--- src/rtl/hiccup_pkg.sv ---
package hiccup_pkg;

  typedef enum logic [1:0] {
    HS_IDLE  = 2'd0,
    HS_RUN   = 2'd1,
    HS_OFF   = 2'd2,
    HS_RETRY = 2'd3
  } hic_state_t;

endpackage

--- src/rtl/hic_limiter.sv ---
module hic_limiter (
  input  logic clk,
  input  logic rst_n,
  input  logic run_en,
  input  logic sw_strobe,
  input  logic oc_hs,
  input  logic ls_over,
  input  logic pwm_hs,
  input  logic pwm_ls,
  output logic gate_hs,
  output logic gate_ls,
  output logic limit_act
);

  logic hs_blk_q, hs_blk_d;
  logic ls_hold_q, ls_hold_d;

  always_comb begin
    hs_blk_d  = hs_blk_q;
    ls_hold_d = ls_hold_q;
    if (!run_en) begin
      hs_blk_d  = 1'b0;
      ls_hold_d = 1'b0;
    end else begin
      if (oc_hs)          hs_blk_d = 1'b1;
      else if (sw_strobe) hs_blk_d = 1'b0;
      if (oc_hs)          ls_hold_d = 1'b1;
      else if (!ls_over)  ls_hold_d = 1'b0;
    end
  end

  always_ff @(posedge clk or negedge rst_n) begin
    if (!rst_n) begin
      hs_blk_q  <= 1'b0;
      ls_hold_q <= 1'b0;
    end else begin
      hs_blk_q  <= hs_blk_d;
      ls_hold_q <= ls_hold_d;
    end
  end

  assign gate_hs   = run_en & pwm_hs & ~oc_hs & ~hs_blk_q & ~ls_hold_q;
  assign gate_ls   = run_en & (oc_hs | ls_hold_q | (pwm_ls & ~gate_hs));
  assign limit_act = hs_blk_q | ls_hold_q;


  oc_cut_chk: assert property (@(posedge clk) disable iff (!rst_n)
    (run_en && oc_hs) |-> (!gate_hs && gate_ls));


  no_shoot_chk: assert property (@(posedge clk) disable iff (!rst_n)
    !(gate_hs && gate_ls));


  hs_block_chk: assert property (@(posedge clk) disable iff (!rst_n)
    (run_en && oc_hs) |=> !gate_hs);

endmodule

--- src/rtl/hic_detect.sv ---
module hic_detect #(
  parameter int BLANK_TICKS = 12
) (
  input  logic clk,
  input  logic rst_n,
  input  logic arm,
  input  logic limit_act,
  input  logic fb_low,
  input  logic blank_tick,
  output logic trip
);

  localparam int CW = $clog2(BLANK_TICKS + 1);
  localparam logic [CW-1:0] LAST = CW'(BLANK_TICKS - 1);

  logic [CW-1:0] cnt_q, cnt_d;
  logic          qual;

  assign qual = arm & limit_act & fb_low;
  assign trip = qual & blank_tick & (cnt_q == LAST);

  always_comb begin
    cnt_d = cnt_q;
    if (!qual)
      cnt_d = '0;
    else if (blank_tick && cnt_q != LAST)
      cnt_d = cnt_q + 1'b1;
  end

  always_ff @(posedge clk or negedge rst_n) begin
    if (!rst_n) cnt_q <= '0;
    else        cnt_q <= cnt_d;
  end


  blank_restart_chk: assert property (@(posedge clk) disable iff (!rst_n)
    !fb_low |=> (cnt_q == '0));


  cnt_bound_chk: assert property (@(posedge clk) disable iff (!rst_n)
    cnt_q <= LAST);

endmodule

--- src/rtl/hic_fsm.sv ---
module hic_fsm
  import hiccup_pkg::*;
#(
  parameter int OFF_CYCLES     = 896,
  parameter int RESTART_CYCLES = 112
) (
  input  logic       clk,
  input  logic       rst_n,
  input  logic       enable,
  input  logic       sw_strobe,
  input  logic       trip,
  input  logic       fault_now,
  output hic_state_t state
);

  localparam int MAXC = (OFF_CYCLES > RESTART_CYCLES) ? OFF_CYCLES : RESTART_CYCLES;
  localparam int CW   = $clog2(MAXC + 1);
  localparam logic [CW-1:0] OFF_LAST = CW'(OFF_CYCLES - 1);
  localparam logic [CW-1:0] RST_LAST = CW'(RESTART_CYCLES - 1);

  hic_state_t    state_q, state_d;
  logic [CW-1:0] cnt_q, cnt_d;

  always_comb begin
    state_d = state_q;
    cnt_d   = cnt_q;
    if (!enable) begin
      state_d = HS_IDLE;
      cnt_d   = '0;
    end else begin
      case (state_q)
        HS_IDLE: begin
          state_d = HS_RUN;
          cnt_d   = '0;
        end
        HS_RUN: begin
          if (trip) begin
            state_d = HS_OFF;
            cnt_d   = '0;
          end
        end
        HS_OFF: begin
          if (sw_strobe) begin
            if (cnt_q == OFF_LAST) begin
              state_d = HS_RETRY;
              cnt_d   = '0;
            end else begin
              cnt_d = cnt_q + 1'b1;
            end
          end
        end
        HS_RETRY: begin
          if (sw_strobe) begin
            if (cnt_q == RST_LAST) begin
              state_d = fault_now ? HS_OFF : HS_RUN;
              cnt_d   = '0;
            end else begin
              cnt_d = cnt_q + 1'b1;
            end
          end
        end
        default: begin
          state_d = HS_IDLE;
          cnt_d   = '0;
        end
      endcase
    end
  end

  always_ff @(posedge clk or negedge rst_n) begin
    if (!rst_n) begin
      state_q <= HS_IDLE;
      cnt_q   <= '0;
    end else begin
      state_q <= state_d;
      cnt_q   <= cnt_d;
    end
  end

  assign state = state_q;


  off_cnt_chk: assert property (@(posedge clk) disable iff (!rst_n)
    (state_q == HS_OFF) |-> (cnt_q <= OFF_LAST));


  retry_hold_chk: assert property (@(posedge clk) disable iff (!rst_n)
    (state_q == HS_RETRY && enable && !(sw_strobe && cnt_q == RST_LAST))
      |=> (state_q == HS_RETRY));


  no_spurious_chk: assert property (@(posedge clk) disable iff (!rst_n)
    (state_q == HS_RUN && !trip) |=> (state_q != HS_OFF));

endmodule

--- src/rtl/hiccup_seq.sv ---
module hiccup_seq
  import hiccup_pkg::*;
#(
  parameter int BLANK_TICKS    = 12,
  parameter int OFF_CYCLES     = 896,
  parameter int RESTART_CYCLES = 112
) (
  input  logic clk,
  input  logic rst_n,
  input  logic enable,
  input  logic oc_hs,
  input  logic ls_over,
  input  logic fb_low,
  input  logic blank_tick,
  input  logic sw_strobe,
  input  logic pwm_hs,
  input  logic pwm_ls,
  output logic gate_hs,
  output logic gate_ls,
  output logic comp_dis,
  output logic ref_dis,
  output logic hiccup
);

  hic_state_t state;
  logic       run_en;
  logic       arm;
  logic       limit_act;
  logic       trip;
  logic       fault_now;

  assign run_en    = (state == HS_RUN) || (state == HS_RETRY);
  assign arm       = (state == HS_RUN);
  assign fault_now = limit_act & fb_low;

  hic_limiter u_limiter (
    .clk       (clk),
    .rst_n     (rst_n),
    .run_en    (run_en),
    .sw_strobe (sw_strobe),
    .oc_hs     (oc_hs),
    .ls_over   (ls_over),
    .pwm_hs    (pwm_hs),
    .pwm_ls    (pwm_ls),
    .gate_hs   (gate_hs),
    .gate_ls   (gate_ls),
    .limit_act (limit_act)
  );

  hic_detect #(.BLANK_TICKS(BLANK_TICKS)) u_detect (
    .clk        (clk),
    .rst_n      (rst_n),
    .arm        (arm),
    .limit_act  (limit_act),
    .fb_low     (fb_low),
    .blank_tick (blank_tick),
    .trip       (trip)
  );

  hic_fsm #(.OFF_CYCLES(OFF_CYCLES), .RESTART_CYCLES(RESTART_CYCLES)) u_fsm (
    .clk       (clk),
    .rst_n     (rst_n),
    .enable    (enable),
    .sw_strobe (sw_strobe),
    .trip      (trip),
    .fault_now (fault_now),
    .state     (state)
  );

  assign hiccup   = (state == HS_OFF) || (state == HS_RETRY);
  assign comp_dis = (state == HS_OFF) || (state == HS_IDLE);
  assign ref_dis  = comp_dis;


  off_gates_chk: assert property (@(posedge clk) disable iff (!rst_n)
    (hiccup && comp_dis) |-> (!gate_hs && !gate_ls));


  disable_chk: assert property (@(posedge clk) disable iff (!rst_n)
    !enable |=> (!hiccup && comp_dis && !gate_hs && !gate_ls));

endmodule

--- config.mk ---
export PLATFORM = sky130hd
export DESIGN_NAME = hiccup_seq
export DESIGN_NICKNAME = d
export VERILOG_FILES = /design/src/rtl/hiccup_pkg.sv /design/src/rtl/hic_limiter.sv /design/src/rtl/hic_detect.sv /design/src/rtl/hic_fsm.sv /design/src/rtl/hiccup_seq.sv
export SDC_FILE = /design/constraint.sdc
export NUM_CORES = 1
export LEC_CHECK = 0
export CORE_UTILIZATION = 46
export CTS_BUF_LIST = sky130_fd_sc_hd__clkbuf_4
export CTS_CLUSTER_SIZE = 30
export DETAILED_ROUTE_END_ITERATION = 8
export PLACE_DENSITY = 0.67
export SKIP_CTS_REPAIR_TIMING = 1
export SYNTH_ARGS = -nofsm -noshare
export SYNTH_HDL_FRONTEND = slang
export SYNTH_HIERARCHICAL = 1
export SYNTH_SLANG_ARGS = --single-unit
export TNS_END_PERCENT = 10
--- constraint.sdc ---
create_clock -name clk -period 2.4 [get_ports clk]
set_input_delay 0.48 -clock clk [delete_from_list [all_inputs] [get_ports clk]]
set_output_delay 0.48 -clock clk [all_outputs]
set_load 0.02 [all_outputs]
-- Word-level counts from Yosys, hierarchy flattened
Cells that the tools add are included.
- output and inout bits: 5
- bits of input ports: 10
- register bits after elaboration: 18
- add/subtract/negate cells: 2
- reductions and logical operators: 7
- multiplexer cells: 23
- eq/ne operators: 15
- bitwise gates (word level): 18
- operators by type and width (cell ; number):
    two-way mux 10 bit ; 6
    case mux 10 bit (4 select lines) ; 1
    inequality test 3 bit, second input constant ; 5
    two-way mux 2 bit ; 7
    bitwise AND 1 bit ; 11
    adder 10 x 1 -> 10 bit, second input constant ; 1
    equality test 10 bit, second input constant ; 1
    equality test 10 x 7 -> 1 bit, second input constant ; 1
    two-way mux 4 bit ; 2
    case mux 2 bit (4 select lines) ; 1
    two-way mux 1 bit ; 6
    inequality test 3 x 2 -> 1 bit, second input constant ; 2
    AND reduction 5 bit ; 1
    adder 4 x 1 -> 4 bit, second input constant ; 1
    equality test 2 bit, second input constant ; 2
    equality test 4 bit, second input constant ; 1
    inequality test 4 bit, second input constant ; 1
    inverter 1 bit ; 4
    logical OR 1 bit ; 3
    OR 1 bit ; 3
    AND reduction 3 bit ; 1
    equality test 2 x 1 -> 1 bit, second input constant ; 1
    logical NOT 2 bit ; 1
    inequality test 2 bit, second input constant ; 1
    logical AND 1 bit ; 1

-- Logic depth before layout (Yosys ltp)
- depth in word-level cells: 10
- mapped depth: 7
- depth with buffers taken out: 7

-- Cells and area by module
Netlist, hierarchy kept.
- modules (own cells, without submodules) (module ; area an instance (sq um) ; cells each ; instances):
    hic_fsm ; 793.3 ; 86 ; 1
    hic_detect ; 235.2 ; 23 ; 1
    hic_limiter ; 111.4 ; 13 ; 1
    hiccup_seq ; 33.8 ; 6 ; 1

-- Least setup slack after synthesis
No wires, ideal clock.
- kind: reg-to-reg
- start: reg u_fsm.state_q[0], in the netlist u_fsm/state[0]
- end: reg u_fsm.cnt_q[2]
- required time: 2279 ps
- arrival: 1768 ps
- setup slack: 511 ps
- buffers on the path: 0
- cell stages (with the launch flop): 8
- period minus slack after synthesis: 1889 ps
- path through: dfrtp_1 > nor2b_2 > nand3_1 > nor4_1 > nor3b_2 > o21ai_2 > o21ai_0 > a22o_1
- longest elaborated chain between the ends: 7
- RTL lines (element ; line ; RTL):
    start: declaration ; hic_fsm.sv:21 ; hic_state_t state_q, state_d;
    start signal: assignment ; hic_fsm.sv:75 ; state_q <= state_d;
    equality test 2 x 1 -> 1 bit ; hiccup_seq.sv:33 ; assign arm = (state == HS_RUN);
    via arm ; hiccup_seq.sv:27 ; logic arm;
    bitwise AND 1 bit (2 in a row) ; hic_detect.sv:19 ; assign qual = arm & limit_act & fb_low;
    bitwise AND 1 bit (2 in a row) ; hic_detect.sv:20 ; assign trip = qual & blank_tick & (cnt_q == LAST);
    via trip ; hiccup_seq.sv:29 ; logic trip;
    inequality test 3 bit (no source line) ; -- ;
    AND reduction 3 bit (no source line) ; -- ;
    end signal: assignment ; hic_fsm.sv:76 ; cnt_q <= cnt_d;
    end: declaration ; hic_fsm.sv:22 ; logic [CW-1:0] cnt_q, cnt_d;
The timed path passes the listed nets, and every way through them passes these cells.
A chain may end at the register's enable or synchronous reset.

-- Worst setup path in the final report
- start: in pwm_hs
- end: out gate_hs
- longest elaborated chain between the ends: 4
- RTL lines (element ; line ; RTL):
    start: declaration ; hiccup_seq.sv:16 ; input logic pwm_hs,
    bitwise AND 1 bit (4 in a row) ; hic_limiter.sv:42 ; assign gate_hs = run_en & pwm_hs & ~oc_hs & ~hs_blk_q & ~ls_hold_q;
    end: declaration ; hiccup_seq.sv:18 ; output logic gate_hs,
Every way passes these cells.

==> key figures <==
Timing
  • Max Fclk: 428 MHz
  • Fin. Hold Viols: 0
  • Max_slew headroom: 0.615
  • RSZ-0062 raised after global routing: false
  • Final Max Slew Viols: 0
  • Actual slew at the worst max-slew pin: 0.576 ns
  • Endpoints failing setup: 0
  • Setup TNS: 0 ns
  • Worst clock skew: 0.0141 ns
  • Final Cycle Share: 0.974
  • Min cycle time layout: 2.34 ns

Detailed routing
  • Via count: 1,014
  • Total Wirelength: 2.47 mm
  • WL/cell: 14.2 um
  • DR DRC count: 0
  • DR pass1 iterations: 4
  • Post-DRT Antenna Nets: 0
  • 1st-iter DRT viols: 37
  • Vias per cell: 5.83

Worst setup path
  • Critical Path Start Type: input pin
  • Reg2reg end: u_fsm/state[0]
  • CP Data Required Time: 1.92 ns
  • Crit path max fanout: 2
  • CP Cell Sequence: clkdlybuf4s50_1 -> nor2b_1 -> and3_1 -> clkdlybuf4s50_1
  • Endpoint type of the worst setup path: output pin
  • Reg-to-Reg Start: u_detect/cnt_q[0]
  • Kind of critical path: input pin to output pin
  • Crit path arrival time: 1.86 ns
  • Critical path origin: pwm_hs
  • Crit-path slowest cell: clkdlybuf4s50_1
  • CP max stage delay: 0.60 ns
  • R2r setup slk: 0.48 ns
  • CP dominant cell by count: clkdlybuf4s50_1
  • Worst r2r path cells: 7

Floorplan
  • Die width: 52.5 um
  • Core ar.: 0.00230 sq mm
  • IO Pins: 15
  • Num rows: 17
  • Height of the die: 52.5 um
  • Initial core utilization: 0.511
  • Die ar.: 0.00276 sq mm

Logic synthesis
  • Post-synth EDFFs: 0
  • #FFs+latches synth: 18
  • Fraction of registers with async set or reset after synthesis: 1.00
  • Most numerous cell in the Yosys netlist: dfrtp_1
  • Yosys warnings: 6
  • Yosys cell types: 45
  • Synth Instances: 128
  • Avg Cell Area, Syn: 9.17 sq um
  • Synth area leader: dfrtp_1
  • Seq/Total Area, Yosys: 0.384
  • Commonest cells post-synth: dfrtp_1, nand2_1, a31oi_1, nor2_1, o21ai_0
  • Synth Net Count: 140
  • Share of the synthesized area in the top cell type: 0.384
  • Synth top area cells: dfrtp_1, a31oi_1, nand2_1, o21ai_0, and3_1
  • Cell Area, Synth: 0.00117 sq mm
  • Primary FF master, synth: dfrtp_1

CTS
  • Sink Count: 18
  • Worst skew pair latency: 0.30 ns
  • TritonCTS clock tree: built
  • CTS H-tree depth: 1
  • Number of buffers created by CTS: 3
  • Worst-path clk slew: 0.11 ns
  • Root Buffer Master: clkbuf_4
  • Worst-case clock buffer depth: 2

Place
  • Dpl cells: 171
  • Port Buffers: 14
  • Routability-driven placement congestion ratio: 0.836
  • Estimated wirelength of the detail-placed design: 1.84 mm

Cells and area
  • Area grow syn2layout: 18.2%
  • Non-filler instance count after layout: 174
  • Diode count: 0
  • Reg area: 450 sq um
  • Share of cells above drive strength 1: 0.137
  • # fillers: 213
  • Area of the multi-input gates: 668 sq um
  • Final-stage net count: 160

Run status
  • Outcome: finished clean

GRT
  • Gr usage total: 0.220
  • First-pass GRT wire length: 4.32 mm
  • Initial antenna violation count: 0
  • Met3 Use GR: 0.0609
  • Grt met1 use: 0.303
  • GRT overflow: 0
  • Largest net degree at the start of global routing: 19
  • Number of global-route vias before repair: 957
  • Busiest grt layer: met2
  • Met2 usage: 0.338

Power and ir drop
  • Combinational Power Share: 0.413
  • Clock share of power: 0.180
  • Max IR drop VDD: 630 uV
  • PD cells: 604 mW/mm^2
  • Pleak: 0.644 nW
  • Internal: 554 uW
  • Sw Ratio: 0.338
  • Sw Pwr: 283 uW
  • Sequential power share: 0.407

Min path
  • Worst hold-check path type: input pin to asynchronous set/reset pin

Flow run
  • Max-cap check violation count: 0
-- area by class of cell --
cell class	instances	area share
multi-input combinational	99	0.482
sequential	18	0.325
timing repair buffer	21	0.139
tap	28	0.0252
clock buffer	3	0.0162
inverter	5	0.0135
-- layout by cell type, fill, tap and decap left out, drive strengths merged, types with 5 or more instances in the layout --
cell type / instances
nand2: 14
nand3b: 5
inv: 5
and3: 6
nor2: 8
clkdlybuf4s50: 14
o21ai: 10
nor2b: 6
dfrtp: 18
a31oi: 10
buf: 7
-- worst max-delay path by stage --
stage	cells after the start	endpoint	slack, ns
CTS	4	gate_hs	0.05
detailed placement	4	gate_hs	0.06
floorplan	7	u_fsm/cnt_q[2]	0.51
global placement	4	gate_hs	0.10
global route	4	gate_hs	0.001
finish	4	gate_hs	0.06
-- worst max-delay path: cells and delay by family --
| family | cells | cell delay, ns |
|---|---|---|
| buffers and inverters | 2 | 1.06 |
| AND/OR/NAND/NOR | 2 | 0.32 |
-- per-stage QoR --
stage          total power, mW  hold slack [ns]  utilization  setup slack [ns]  cell area, sq um
2_1_floorplan            0.560            0.184            -             0.511              1170
3_3_place_gp             0.689            0.493        0.594             0.101              1370
3_5_place_dp             0.694            0.507        0.594            0.0616              1370
4_1_cts                  0.848            0.503        0.604            0.0550              1390
5_1_grt                  0.895            0.531        0.604           0.00116              1390
6_report                 0.838            0.500        0.604            0.0623              1390
-- kinds of logic (layout without fill, tap and decap cells) --
| logic type | after synthesis | after routing | synth area share |
|---|---|---|---|
| DFF | 18 | 18 | 0.384 |
| and+or+nand+nor | 56 | 56 | 0.292 |
| buffers and inverters | 11 | 29 | 0.0469 |
| xor gates and xnor gates | 1 | 1 | 0.00746 |
| AOI/OAI and AO/OA | 39 | 39 | 0.240 |
| adders and majority gates | 2 | 2 | 0.0213 |
| muxes | 1 | 1 | 0.00853 |
-- sequential cells by signal, indices dropped and copies added, names as in the netlist --
signal and flops:
u_fsm/cnt_q 10, u_detect/cnt_q 4, u_limiter/hs_blk_q 1, u_limiter/ls_hold_q 1
u_fsm/state 2
-- metal layers --
metal | vias up | share of wire
li1 | 508 | -
met1 | 479 | 0.52
met3 | 2 | 0.046
met5 | - | 0
met4 | 0 | 0.0069
met2 | 25 | 0.43
-- power groups by stage --
| stage | registers, mW | logic [mW] | clock network, mW |
|---|---|---|---|
| 6_report | 0.341 | 0.346 | 0.151 |
| 5_1_grt | 0.344 | 0.383 | 0.168 |
| 4_1_cts | 0.341 | 0.348 | 0.159 |
| 3_5_place_dp | 0.347 | 0.346 | 0 |
| 3_3_place_gp | 0.347 | 0.343 | 0 |
| 2_1_floorplan | 0.354 | 0.206 | 0 |
No activity file was read; power rests on OpenSTA's default activity.
